### src/rtl/mini_ls_core.sv
module mini_ls_core #(
  parameter int DW = 32
) (
  input  logic          clk,
  input  logic          rst,
  output logic [DW-1:0] imem_addr,
  input  logic [31:0]   imem_rdata,
  output logic [DW-1:0] dmem_addr,
  output logic          dmem_rd,
  output logic          dmem_wr,
  output logic [DW-1:0] dmem_wdata,
  input  logic [DW-1:0] dmem_rdata,
  output logic          illegal
);
  localparam int RW   = 5;
  localparam int NREG = 2 ** RW;

  localparam logic [5:0]  OP_REG  = 6'h00;
  localparam logic [5:0]  OP_ADDI = 6'h08;
  localparam logic [5:0]  OP_LOAD = 6'h23;
  localparam logic [5:0]  OP_STOR = 6'h2B;
  localparam logic [5:0]  OP_BZ   = 6'h04;
  localparam logic [5:0]  OP_BNZ  = 6'h05;
  localparam logic [10:0] FN_ADD  = 11'h020;
  localparam logic [10:0] FN_SUB  = 11'h022;

  logic [DW-1:0] pc;
  logic [DW-1:0] rf [NREG];

  wire [5:0]    op   = imem_rdata[31:26];
  wire [RW-1:0] sa   = imem_rdata[25:21];
  wire [RW-1:0] sb   = imem_rdata[20:16];
  wire [RW-1:0] dr   = imem_rdata[15:11];
  wire [10:0]   fn   = imem_rdata[10:0];
  wire [DW-1:0] immx = {{(DW-16){imem_rdata[15]}}, imem_rdata[15:0]};

  wire is_reg  = op == OP_REG;
  wire is_add  = is_reg && fn == FN_ADD;
  wire is_sub  = is_reg && fn == FN_SUB;
  wire is_addi = op == OP_ADDI;
  wire is_ld   = op == OP_LOAD;
  wire is_st   = op == OP_STOR;
  wire is_bz   = op == OP_BZ;
  wire is_bnz  = op == OP_BNZ;

  wire [DW-1:0] va = (sa == '0) ? '0 : rf[sa];
  wire [DW-1:0] vb = (sb == '0) ? '0 : rf[sb];

  wire [DW-1:0] opnd = is_reg ? vb : immx;
  wire [DW-1:0] sum  = is_sub ? va - opnd : va + opnd;

  wire          wen  = is_add | is_sub | is_addi | is_ld;
  wire [RW-1:0] wdst = is_reg ? dr : sb;
  wire [DW-1:0] wval = is_ld ? dmem_rdata : sum;

  wire take = (is_bz && va == '0) || (is_bnz && va != '0);
  wire [DW-1:0] pc_nx = take ? pc + immx : pc + DW'(4);

  assign illegal    = !(is_add | is_sub | is_addi | is_ld | is_st | is_bz | is_bnz);
  assign imem_addr  = pc;
  assign dmem_addr  = sum;
  assign dmem_rd    = is_ld;
  assign dmem_wr    = is_st;
  assign dmem_wdata = vb;

  always_ff @(posedge clk) begin
    if (rst) begin
      pc <= '0;
      for (int i = 0; i < NREG; i++) rf[i] <= '0;
    end else begin
      pc <= pc_nx;
      if (wen && wdst != '0) rf[wdst] <= wval;
    end
  end
endmodule

### config.mk
export PLATFORM = sky130hd
export DESIGN_NAME = mini_ls_core
export DESIGN_NICKNAME = d
export VERILOG_FILES = /design/src/rtl/mini_ls_core.sv
export SDC_FILE = /design/constraint.sdc
export NUM_CORES = 2
export LEC_CHECK = 0
export ABC_CLOCK_PERIOD_IN_PS = 11700
export BUFFER_PORTS_ARGS = -buffer_cell sky130_fd_sc_hd__buf_2
export CORE_UTILIZATION = 48
export DETAILED_ROUTE_END_ITERATION = 6
export PLACE_DENSITY_LB_ADDON = 0.1
export SLEW_MARGIN = 5
export SYNTH_ARGS = -nofsm -noshare
export SYNTH_HDL_FRONTEND = slang
export SYNTH_SLANG_ARGS = --single-unit
### constraint.sdc
create_clock -name clk -period 11.7 [get_ports clk]
set_input_delay 2.34 -clock clk [delete_from_list [all_inputs] [get_ports clk]]
set_output_delay 2.34 -clock clk [all_outputs]
set_load 0.03 [all_outputs]
# Word-level counts from Yosys, hierarchy flattened
# Memory sizes are Yosys's and may differ from the RTL's.
# Cells that the tools add are included.
# word_totals
ff_bits,32
in_bits,66
n_memories,1
mem_bits_rw,1024
# memory_table
name,words,width,rd,rd_ports_with_merged_regs,wr,line,text
rf,32,32,2,0,32,28,logic [DW-1:0] rf [NREG];
# op_classes
addsub,4
bitwise,6
eq_ne,7
muxes,15
reduce_logical,14
# ops
cell,n
two-way mux 32 bit,7
adder 32 bit,2
adder 32 x 3 -> 32 bit (second input constant),1
logical NOT 32 bit,1
nonzero test 32 bit,1
OR reduction 32 bit,1
subtractor 32 bit,1
== test 11 x 6 -> 1 bit (second input constant),2
== test 6 x 3 -> 1 bit (second input constant),2
== test 6 bit (second input constant),2
logical NOT 5 bit,2
two-way mux 5 bit,2
== test 6 x 4 -> 1 bit (second input constant),1
logical NOT 6 bit,1
two-way mux 1 bit,6
OR 1 bit,6
logical AND 1 bit,5
nonzero test 5 bit,1
logical NOT 1 bit,1
logical OR 1 bit,1

# Logic depth before layout (Yosys ltp)
# depth
word_depth,11
mapped_depth,30
depth_no_buf,25

# Worst setup path before layout
# Ideal clock, no wire load.
# synth_timing
kind,input port to output port
from,in imem_rdata[17]
to,out dmem_addr[31]
t_arrival_ns,7.959
required_time_ns,9.360
path_stages,22
path_slack_ns,1.401
cell_sequence,buf_2 > buf_2 > buf_2 > buf_2 > mux4_2 > nor3_1 > nor4_1 > a21oi_1 > nand4b_1 > inv_1 > and3_1 > a21oi_1 > xnor2_1 > ha_1 > a21o_1 > a21o_1 > a21o_1 > a21o_1 > a211o_1 > o31a_1 > xnor2_1 > xnor2_1
# synth_between
elab_chain_len,5
elab_cells_between_ends,7
# synth_rtl
element,line,text
start: declaration,7,"input logic [31:0] imem_rdata,"
memory (32 x 32 bit) or logical NOT 5 bit (tied branches),-,
two-way mux 32 bit *,47,wire [DW-1:0] vb = (sb == '0) ? '0 : rf[sb];
named net dmem_wdata[15],11,"output logic [DW-1:0] dmem_wdata,"
two-way mux 32 bit *,49,wire [DW-1:0] opnd = is_reg ? vb : immx;
adder 32 bit or subtractor 32 bit (tied branches),50,wire [DW-1:0] sum = is_sub ? va - opnd : va + opnd;
two-way mux 32 bit *,50,
end: declaration,8,"output logic [DW-1:0] dmem_addr,"
# The timed path passes the listed nets; every way through them passes the cells marked *.

# Worst setup path after layout
# layout_timing
from,in imem_rdata[18]
to,out dmem_addr[31]
# layout_between
elab_chain_len,5
elab_cells_between_ends,7
# layout_rtl
element,line
memory (32 x 32 bit) or logical NOT 5 bit (tied branches),-
two-way mux 32 bit *,47
two-way mux 32 bit *,49
adder 32 bit or subtractor 32 bit (tied branches),50
two-way mux 32 bit *,50
# Mark *: on every way between the ends. The rest lies on a longest branch, timed or not.

==> run_results.csv <==
group,metric,value,unit
floorplanning,die_h,351,um
route,ant_nets,0,
clock_tree,clk_pin_slew,60,ps
layout,final_cells,6200,
clock_tree,cts_sinks,1056,
critical_path,r2r_start,"rf[6][1]",
synth,synth_flop_cell,"edfxtp_1",
synth,syn_avg_cell_area,13.2,sq um
critical_path,r2r_end,"rf[18][31]",
synth,ys_async_sr_fraction,0,%
pwr,p_leak,23.7,nW
critical_path,path_cells,"buf_4, buf_4, nor2b_4, buf_4, a22oi_1, a21oi_1, nor4_1, buf_4, a22oi_1, o2111ai_1, or2_2, nor3_1, a31oi_1, xor2_1, ha_1, a21o_1, a21o_1, a21o_1, a211o_1, o31a_1, xnor2_1, xnor2_1, buf_2",
route,vias,42616,
placed_design,port_buffers,164,
layout,multiInputGateArea,25900,sq um
critical_path,required,9360,ps
critical_path,r2r_setup_slack,4520,ps
layout,regArea,31400,sq um
placed_design,postPlaceCellArea,61600,sq um
synth,syn-cell-area,58300,sq um
clock_tree,post_cts_resized,0,
critical_path,crit_type,"input port to output port",
synth,synth-seq-cells,1056,
critical_path,crit_top_cell,"buf_4",
clock_tree,cts_tree,"built",
sta,skew,59.6,ps
route,vias_per_cell,6.87,
placed_design,dp_hpwl,140000,um
critical_path,crit_slowest_cell,"nor2b_4",
critical_path,slowest_delay,600,ps
layout,fin_area,65200,sq um
layout,layout-drive-gt1-share,24.3,%
clock_tree,cts_max_level,3,
sta,setup_viol,0,
sta,tightest_slew,1290,ps
layout,fillCellCount,9970,
sta,hold_viol,0,
critical_path,start_kind,"input port",
critical_path,endpoint,"dmem_addr[31]",
sta,fin_tns_setup,0,ps
layout,areaGrowthSynthToFinish,11.9,%
floorplanning,rows,127,
layout,layout_commonest_cell,"nor2_1",
pwr,ir_drop,0.000167,V
synth,syn_inst,4430,
clock_tree,cts_buffers,117,
floorplanning,die_w,351,um
sta,fin_crit_sh,97.7,%
clock_tree,cts_hold_buf,0,
synth,ys_seq_area_share,53.8,%
synth,yosysUniqueCellTypes,78,
sta,slew_headroom,12.3,%
floorplanning,ioPinCount,165,
synth,synth_edf_count,1024,
layout,nets,4627,
global_routing,grt_usage,36.8,%
critical_path,crit_arrival,9090,ps
global_routing,gr-total-overflow,0,
placed_design,place_inst,5988,
route,drtIter0Drc,6265,
floorplanning,start_util,48.5,%
outcome,status,"complete, no violations",
placed_design,gp_congestion,0.970,
global_routing,grt_max_degree,57,
sta,grt_setup_unrepaired,"false",
critical_path,reg2reg_depth,24,
sta,hold-worst-slack,524,ps
route,wl_per_cell,36.6,um
pwr,p_per_area,155,nW/um^2
critical_path,path_max_fanout,19,
worst_hold_path,hold_path.class,"flop to flop",
clock_tree,clock_latency,750,ps
floorplanning,die_area,123000,sq um
synth,synth_warnings,0,
critical_path,startpoint,"imem_rdata[18]",
floorplanning,core-area,120000,sq um
sta,fmax,87.5,MHz
route,routed_wl,227000,um
route,drtPass1Iterations,6,
clock_tree,clk_path_buf_depth,3,
route,drcViolationCount,0,
layout,fin_util,54.3,%
global_routing,grt_pass1_wl,314000,um
sta,fin_crit,11430,ps
layout,layout_common_cells,"nor2_1 (1,097), edfxtp_1 (1,024), mux4_2 (479), mux2i_1 (211), buf_4 (157)",
flow_run,timing.max_cap.violations,0,
global_routing,antenna_found_initial,6,
critical_path,end_kind,"output port",
clock_tree,cts_root_buf,"clkbuf_16",
clock_tree,cts_setup_buffers,0,
sta,slew_viol_final,0,
global_routing,grt_pass1_vias,40839,
cell type report:
type	instances	share of cell area, %
Sequential cell	1056	48.1
Multi-Input combinational cell	2960	39.6
Clock buffer	148	4.70
Timing Repair Buffer	328	3.42
Tap cell	1612	3.09
Clock inverter	63	0.836
Inverter	32	0.184
Antenna cell	1	0.00384
worst min-delay path by stage:
stage	start	to	slack [ps]	cells after the start
2_1_floorplan	imem_addr[0]	imem_addr[0]	650	2
3_3_place_gp	imem_addr[0]	imem_addr[0]	500	2
3_5_place_dp	imem_addr[0]	imem_addr[0]	520	2
4_1_cts	imem_addr[0]	imem_addr[0]	530	2
5_1_grt	imem_addr[0]	imem_addr[0]	560	2
6_report	imem_addr[0]	imem_addr[0]	520	2
metal layers:
metal,wire (um),global-route usage (%),vias up
li1,-,-,17012
met1,82500,48.5,21806
met2,100000,55.3,3107
met3,28500,9.44,685
met4,15500,21.4,6
met5,126,0.628,-
logic make-up (layout without fill, tap and decap cells):
| family | count (synthesis) | count (layout) | synth area share [%] |
|---|---|---|---|
| fa+ha+maj | 66 | 66 | 1.44 |
| mux | 736 | 736 | 23.0 |
| flops | 1056 | 1056 | 53.8 |
| simple gates | 1506 | 1506 | 10.7 |
| other cells | 1 | 33 | 0.00643 |
| compound gates | 507 | 507 | 6.12 |
| xor+xnor | 113 | 113 | 1.70 |
| buf+inv | 445 | 571 | 3.25 |
per-stage QoR:
stage	setup slack (ps)	total power, mW
6_report	272	10.1
5_1_grt	31.9	10.3
4_1_cts	359	10.1
3_5_place_dp	376	6.54
3_3_place_gp	332	6.53
2_1_floorplan	1400	5.65
flip-flops by register name (all words and copies together), names as in the netlist:
register,flops
rf,1024
imem_addr,32
where the power goes:
group	total (mW)	switching [mW]	leakage [nW]	internal (mW)
registers	4.34	0.0695	10.8	4.27
clock network	3.60	1.58	1.74	2.01
logic	2.17	1.55	11.1	0.618
total	10.1	3.20	23.7	6.90
cells in the mapped netlist, types with 46 or more instances:
master    count  area (sq um)
mux2i_1     238          2380
a22oi_1     101           758
xnor2_1      67           587
mux4_2      479         10800
edfxtp_1   1024         30700
buf_2        73           365
a21oi_1     127           636
xor2_1       46           403
o21ai_0      46           230
ha_1         64           801
clkbuf_1    285          1070
nand2_1     165           619
nor2_1     1100          4130
worst max-delay path, delay by kind of cell:
kind / cells / cell delay (ps)
AOI/OAI and AO/OA: 10 / 2500
xor gates and xnor gates: 3 / 860
adders and majority gates: 1 / 400
buffers and inverters: 5 / 1240
and+or+nand+nor: 4 / 1690
Note: power is estimated with default switching activity, not from simulation.
